==> src/rtl/pll_lock_pkg.sv <==
package pll_lock_pkg;

    typedef struct packed {
        logic running;
        logic use_short;
    } cnt_ctl_t;

    typedef struct packed {
        logic sampled;
        logic enabled;
    } strap_t;

    typedef struct packed {
        logic locked;
        logic sel_short;
    } lock_t;

endpackage

==> src/rtl/pll_strap_latch.sv <==
module pll_strap_latch
    import pll_lock_pkg::*;
(
    input  logic clk,
    input  logic rst_n,
    input  logic strap_in,
    output logic enabled
);

    strap_t st_d, st_q;

    always_comb begin
        st_d = st_q;
        if (!st_q.sampled) begin
            st_d.sampled = 1'b1;
            st_d.enabled = strap_in;
        end
    end

    always_ff @(posedge clk or negedge rst_n) begin
        if (!rst_n) st_q <= '0;
        else        st_q <= st_d;
    end

    assign enabled = st_q.enabled;

    // once sampled, the enable never moves again
    a_r2_strap_hold: assert property (@(posedge clk) disable iff (!rst_n)
        st_q.sampled |=> $stable(enabled));

endmodule

==> src/rtl/pll_lock_counter.sv <==
module pll_lock_counter
    import pll_lock_pkg::*;
#(
    parameter int LONG_LOG2  = 16,
    parameter int SHORT_LOG2 = 12
) (
    input  logic clk,
    input  logic rst_n,
    input  logic restart,
    input  logic abort,
    input  logic short_req,
    output logic running,
    output logic expire
);

    localparam int CNT_W = LONG_LOG2;
    localparam logic [CNT_W-1:0] LONG_TERM  = {CNT_W{1'b1}};
    localparam logic [CNT_W-1:0] SHORT_TERM = CNT_W'((64'd1 << SHORT_LOG2) - 64'd1);

    cnt_ctl_t         ctl_d, ctl_q;
    logic [CNT_W-1:0] cnt_d, cnt_q;
    logic [CNT_W-1:0] term;

    assign term   = ctl_q.use_short ? SHORT_TERM : LONG_TERM;
    assign expire = ctl_q.running && (cnt_q == term);

    always_comb begin
        ctl_d = ctl_q;
        cnt_d = cnt_q;
        if (abort) begin
            ctl_d.running = 1'b0;
            cnt_d         = '0;
        end else if (restart) begin
            ctl_d.running   = 1'b1;
            ctl_d.use_short = short_req;
            cnt_d           = '0;
        end else if (ctl_q.running) begin
            if (cnt_q == term) begin
                ctl_d.running = 1'b0;
                cnt_d         = '0;
            end else begin
                cnt_d = cnt_q + 1'b1;
            end
        end
    end

    always_ff @(posedge clk or negedge rst_n) begin
        if (!rst_n) begin
            ctl_q <= '0;
            cnt_q <= '0;
        end else begin
            ctl_q <= ctl_d;
            cnt_q <= cnt_d;
        end
    end

    assign running = ctl_q.running;

    // a restart always begins again at zero
    a_r7_restart_zero: assert property (@(posedge clk) disable iff (!rst_n)
        (restart && !abort) |=> (running && cnt_q == '0));

    // the count never runs past its terminal value
    a_r4_no_overrun: assert property (@(posedge clk) disable iff (!rst_n)
        running |-> (cnt_q <= term));

    // abort leaves the counter idle
    a_r8_abort_idle: assert property (@(posedge clk) disable iff (!rst_n)
        abort |=> !running);

endmodule

==> src/rtl/pll_lock_ctl.sv <==
module pll_lock_ctl
    import pll_lock_pkg::*;
#(
    parameter int LONG_LOG2  = 16,
    parameter int SHORT_LOG2 = 12
) (
    input  logic       clk,
    input  logic       rst_n,
    input  logic       strap_pll_en,
    input  logic       reg_wr,
    input  logic [1:0] reg_wdata,
    input  logic       standby_exit,
    output logic       status_unlocked,
    output logic       lock_sel_short,
    output logic       pll_enabled,
    output logic       clk_sel_pll
);

    lock_t lk_d, lk_q;
    logic  start_req;
    logic  cnt_running;
    logic  cnt_expire;

    assign start_req = reg_wr && reg_wdata[0];

    pll_strap_latch i_strap (
        .clk      (clk),
        .rst_n    (rst_n),
        .strap_in (strap_pll_en),
        .enabled  (pll_enabled)
    );

    pll_lock_counter #(
        .LONG_LOG2  (LONG_LOG2),
        .SHORT_LOG2 (SHORT_LOG2)
    ) i_counter (
        .clk       (clk),
        .rst_n     (rst_n),
        .restart   (start_req),
        .abort     (standby_exit),
        .short_req (reg_wdata[1]),
        .running   (cnt_running),
        .expire    (cnt_expire)
    );

    always_comb begin
        lk_d = lk_q;
        if (reg_wr) lk_d.sel_short = reg_wdata[1];
        if (standby_exit)    lk_d.locked = 1'b0;
        else if (start_req)  lk_d.locked = 1'b0;
        else if (cnt_expire) lk_d.locked = 1'b1;
    end

    always_ff @(posedge clk or negedge rst_n) begin
        if (!rst_n) lk_q <= '0;
        else        lk_q <= lk_d;
    end

    assign status_unlocked = !lk_q.locked;
    assign lock_sel_short  = lk_q.sel_short;
    assign clk_sel_pll     = pll_enabled && lk_q.locked;

    // the PLL clock is picked only on the edge that ends a count
    a_r6_sel_rise: assert property (@(posedge clk) disable iff (!rst_n)
        $rose(clk_sel_pll) |-> $past(cnt_expire));

    // leaving standby drops lock and the PLL clock
    a_r8_standby_drop: assert property (@(posedge clk) disable iff (!rst_n)
        standby_exit |=> (status_unlocked && !clk_sel_pll));

    // a start write puts the block out of lock
    a_r4_start_unlock: assert property (@(posedge clk) disable iff (!rst_n)
        start_req |=> status_unlocked);

    // lock is never declared while the counter is still counting
    a_r4_lock_idle: assert property (@(posedge clk) disable iff (!rst_n)
        cnt_running |-> status_unlocked);

endmodule

==> config.mk <==
export PLATFORM = sky130hd
export DESIGN_NAME = pll_lock_ctl
export DESIGN_NICKNAME = d
export VERILOG_FILES = /design/src/rtl/pll_lock_pkg.sv /design/src/rtl/pll_strap_latch.sv /design/src/rtl/pll_lock_counter.sv /design/src/rtl/pll_lock_ctl.sv
export SDC_FILE = /design/constraint.sdc
export NUM_CORES = 1
export LEC_CHECK = 0
export CAP_MARGIN = 20
export CORE_ASPECT_RATIO = 1.25
export CORE_MARGIN = 5
export CORE_UTILIZATION = 50
export CTS_CLUSTER_SIZE = 30
export DETAILED_ROUTE_END_ITERATION = 12
export PLACE_DENSITY = 0.77
export SETUP_SLACK_MARGIN = 0.2
export SKIP_LAST_GASP = 1
export SLEW_MARGIN = 10
export SYNTH_ARGS = -nofsm -noshare
export SYNTH_HDL_FRONTEND = slang
export SYNTH_HIERARCHICAL = 1
export SYNTH_SLANG_ARGS = --single-unit
==> constraint.sdc <==
create_clock -name clk -period 2 [get_ports clk]
set_clock_uncertainty 0.05 [all_clocks]
set_input_delay 0.6 -clock clk [delete_from_list [all_inputs] [get_ports clk]]
set_output_delay 0.6 -clock clk [all_outputs]
set_load 0.01 [all_outputs]
# [After elaboration in Yosys (flattened, before gate mapping)]
# Cells that the tools add are included.
[op_classes] addsub=1 eq_ne=1 mux=12 n_bitwise=1 reduce_logical=7
[ops] cell="two-way mux 16 bit" n=5
[ops] cell="adder 16 x 1 -> 16 bit, second input constant" n=1
[ops] cell="== test 16 bit" n=1
[ops] cell="two-way mux 1 bit" n=7
[ops] cell="nonzero test 3 bit" n=2
[ops] cell="logical AND 1 bit" n=3
[ops] cell="AND reduction 2 bit" n=1
[ops] cell="logical NOT 1 bit" n=1
[ops] cell="inverter 1 bit" n=1
[word_totals] ff_bits=22 in_bits=7 out_inout_bits=4 word_cells=29

# [Depth between registers and ports, before layout]
[logic_depth] depth_word=6 mapped_depth=7

# [By module]
# The synthesis kept the hierarchy.
[by_module_without_submodules] module="pll_lock_counter" instances=1 cells_each=119 area_each_um2=1112.3 seq_area_each_um2=450.4
[by_module_without_submodules] module="pll_lock_ctl" instances=1 cells_each=8 area_each_um2=93.8 seq_area_each_um2=50.0
[by_module_without_submodules] module="pll_strap_latch" instances=1 cells_each=4 area_each_um2=68.8 seq_area_each_um2=50.0

# [Worst setup path after synthesis]
# OpenSTA, ideal clock, no wires.
[synth_timing] path_kind="input -> register" startpoint="input reg_wr" endpoint="register i_counter.cnt_q[3]" arrival_time_ns=1.754 required_time_ns=1.863 setup_slack_ns=0.109 stages=6 path_buffers=2 cell_sequence="and2_4 buf_6 or3b_1 buf_2 or3_1 o211ai_1"
[synth_via] elab_chain_cells=3 elab_cells_between_ends=4 cone_classes="2 x mux; 2 x reduce/logical"
[synth_rtl] element="from (decl)" line_no="pll_lock_ctl.sv:10" text="input logic reg_wr,"
[synth_rtl] element="logical AND 1 bit *" line_no="pll_lock_ctl.sv:24" text="assign start_req = reg_wr && reg_wdata[0];"
[synth_rtl] element="two-way mux 16 bit" line_no="pll_lock_counter.sv:33" text="end else if (restart) begin"
[synth_rtl] element="two-way mux 16 bit" line_no="pll_lock_counter.sv:30" text="if (abort) begin"
[synth_rtl] element="to (signal assigned)" line_no="pll_lock_counter.sv:53" text="cnt_q <= cnt_d;"
[synth_rtl] element="to (decl)" line_no="pll_lock_counter.sv:21" text="logic [CNT_W-1:0] cnt_d, cnt_q;"
# Every way passes the cells marked *; elsewhere a longest branch is shown, timed or not.
# A chain may end at the register's enable or synchronous reset.

# [Worst setup path after layout]
[layout_timing] startpoint="input reg_wdata[0]" endpoint="register i_counter.cnt_q[7]"
[layout_via] elab_chain_cells=3 elab_cells_between_ends=4 cone_classes="2 x mux; 2 x reduce/logical"
[layout_rtl] element="from (decl)" line_no="pll_lock_ctl.sv:11" text="input logic [1:0] reg_wdata,"
[layout_rtl] element="logical AND 1 bit *" line_no="pll_lock_ctl.sv:24"
[layout_rtl] element="via start_req" line_no="pll_lock_ctl.sv:20" text="logic start_req;"
[layout_rtl] element="two-way mux 16 bit" line_no="pll_lock_counter.sv:33"
[layout_rtl] element="two-way mux 16 bit" line_no="pll_lock_counter.sv:30"
# The timed path passes the listed nets; every way through them passes the cells marked *.

==> impl_metrics.toml <==
[run_status]
run_status = "finished clean"

[timing]
rsz0062_at_grt = "true"
hold_viol = 0
drv_slew = 0
finalSetupTns_ns = 0
period_needed_ns = 1.78
holdWs_ns = 0.469
timing.fmax_mhz = 561
finalCritPeriodShare_pct = 89.2
fin_ws_ns = 0.216
setup_violations = 0

[die]
die_h_microns = 66.5
die_x_microns = 55.2
rows = 20
initial_utilization_pct = 52.0
io_pins = 11
die-area_sq_um = 3670
coreArea_sq_um = 2450

[worst_setup_path]
cp_max_fo = 8
worstReg2RegEnd = "i_counter/cnt_q[7]"
critPathKind = "in -> reg"
critPathLaunchType = "input pin"
rr_worst_depth = 5
critPathRequiredTime_ns = 2.18
reg2reg_slack_ns = 0.27
crit_arrival_ns = 1.97
end_kind = "register"
r2r-start = "i_counter/cnt_q[12]"

[pwr]
power.density_nw_per_um2 = 520
total_leakage_power_nw = 0.633
ir_drop_mv = 0.343

[cells_and_area]
syn_to_final_growth_pct = 18.2
diodes = 0
layout_common_cells = "dfrtp_1 (22), nand2_1 (16), buf_4 (12), nand3_1 (11)"
stdcell_count = 184
nFillCells = 228
drive_gt1_share_pct = 22.5
layout.nets = 161
final_common_cell = "dfrtp_1"

[synthesis]
synth_area_per_cell_sq_um = 9.73
synth_cell_type_count = 45
synth_cells = 131
syn_nets = 139
yosysWarnings = 6
synth_top_area_share_pct = 43.2
syn_area_sq_um = 1270
synth_seq_cells = 22
yosysSeqAreaShare_pct = 43.2
synth_top_area_cell = "dfrtp_1"
synth_edf_count = 0
ys_top_cells_by_area = "dfrtp_1 (43%), nand2_1 (4.7%), nand3_1 (4.3%)"
synth_flop_cell = "dfrtp_1"
ys_async_sr_fraction_pct = 100

[drt]
first_iter_violations = 34
first_pass_iters = 4
avgViaCountPerCell = 5.99
detail-route-antenna-nets = 0
vias = 1103
wl_per_cell_microns = 15.2
routed_wl_mm = 2.80
drc_errors = 0

[global_route]
first_global_vias = 1049
grt_max_degree = 23
globalRouteOverflowTotal = 0
antenna_found_initial = 0
grt_pass1_wl_mm = 4.65
track_usage_pct = 17.4

[flow_run]
drv_cap = 0

[place]
place_ws_ns = -0.271
io_buffers = 10
dp_cells = 177
gp_congestion = 0.748
hpwl_mm = 1.88

[worst_hold_path]
hold_end = "lock_sel_short"
whs_path_depth = 1
hp-start = "lock_sel_short"
min_path_type = "reg -> reg"

[cts]
cts.hold.buffers_added = 0
htree_num_levels = 1
cts_buffers = 3
clockBufferDepth = 2
cts_num_sinks = 22
cts_tree = "built"
cts-root-buf = "clkbuf_4"
clk_pin_slew_worst_paths_ns = 0.11
clkLatencyLatePin_ns = 0.31
==> worst max path at each step <==
stage                                   start             endpoint  slack (ns)
final                            reg_wdata[0]   i_counter/cnt_q[7]        0.22
after global placement                 reg_wr   i_counter/cnt_q[3]       -0.24
after global routing      i_counter/cnt_q[13]  i_counter/cnt_q[12]        0.18
after CTS                        reg_wdata[0]   i_counter/cnt_q[6]        0.20
after detailed placement               reg_wr   i_counter/cnt_q[3]       -0.27
after floorplan                        reg_wr   i_counter/cnt_q[3]        0.11
==> timing repair <==
item | 4_1_cts | 5_1_grt
gates resized for setup | 8 | 7
setup buffers | 1 | 3
pin swaps | 5 | 2
cloned | 0 | 0
endpoints found under the setup margin | 13 | 14
==> Yosys cell counts, types with 4 or more instances <==
cell type / number
or3_1: 6
dfrtp_1: 22
and3_1: 4
nor2_1: 4
o211ai_1: 5
o21ai_0: 4
nand4_1: 4
nand2_1: 16
inv_1: 5
nand3_1: 11
==> power breakdown <==
group | switching [mW] | internal (mW) | leakage, nW
Sequential | 0.00860 | 0.456 | 0.298
Clock | 0.129 | 0.0705 | 0.0138
Combinational | 0.0602 | 0.0589 | 0.322
==> cell families (layout without fill, tap and decap cells) <==
| group | Yosys count | count (layout) | synth area share (%) |
|---|---|---|---|
| mux | 3 | 3 | 3.83 |
| fa+ha+maj | 1 | 1 | 0.981 |
| flops | 22 | 22 | 43.2 |
| compound gates | 23 | 23 | 12.7 |
| buf+inv | 11 | 31 | 5.40 |
| other cells | 1 | 1 | 0.294 |
| xor+xnor | 2 | 2 | 1.37 |
| simple gates | 68 | 68 | 32.3 |
==> worst max-delay path, cell delays in order <==
cell             delay, ns
clkdlybuf4s50_1       0.39
and2_4                0.15
or3b_4                0.43
a211oi_2              0.23
o21ai_1               0.10
o221ai_1              0.07
==> registers in the layout (all words and copies together) (netlist names) <==
| signal | count |
|---|---|
| i_counter/cnt_q | 16 |
| i_counter/ctl_q | 1 |
| lock_sel_short | 1 |
| lk_q | 1 |
| i_strap/st_q | 1 |
| i_counter/running | 1 |
| i_strap/enabled | 1 |
==> final cells by class <==
class                      count  area, sq um  area share [%]
multi-input combinational     98          678            45.0
clock buffer                   3         22.5            1.50
tap                           33         41.3            2.74
timing repair buffer          23          195            13.0
sequential                    22          551            36.5
inverter                       5         18.8            1.25
==> metal layers <==
layer | up-vias | track usage, % | routed length (microns)
met1 | 539 | 21.8 | 1210
met3 | 13 | 2.91 | 84
met2 | 27 | 29.0 | 1420
met5 | - | 0 | 0
met4 | 0 | 6.38 | 90
li1 | 524 | - | -
==> stage by stage <==
step	util, %	cell area (sq um)	total power [mW]
finish	61.4	1510	0.783
global route	61.4	1510	0.822
CTS	60.0	1470	0.784
detailed placement	58.5	1430	0.580
global placement	58.5	1430	0.576
floorplan	-	1270	0.526
Note: power is estimated with default switching activity, not from simulation.
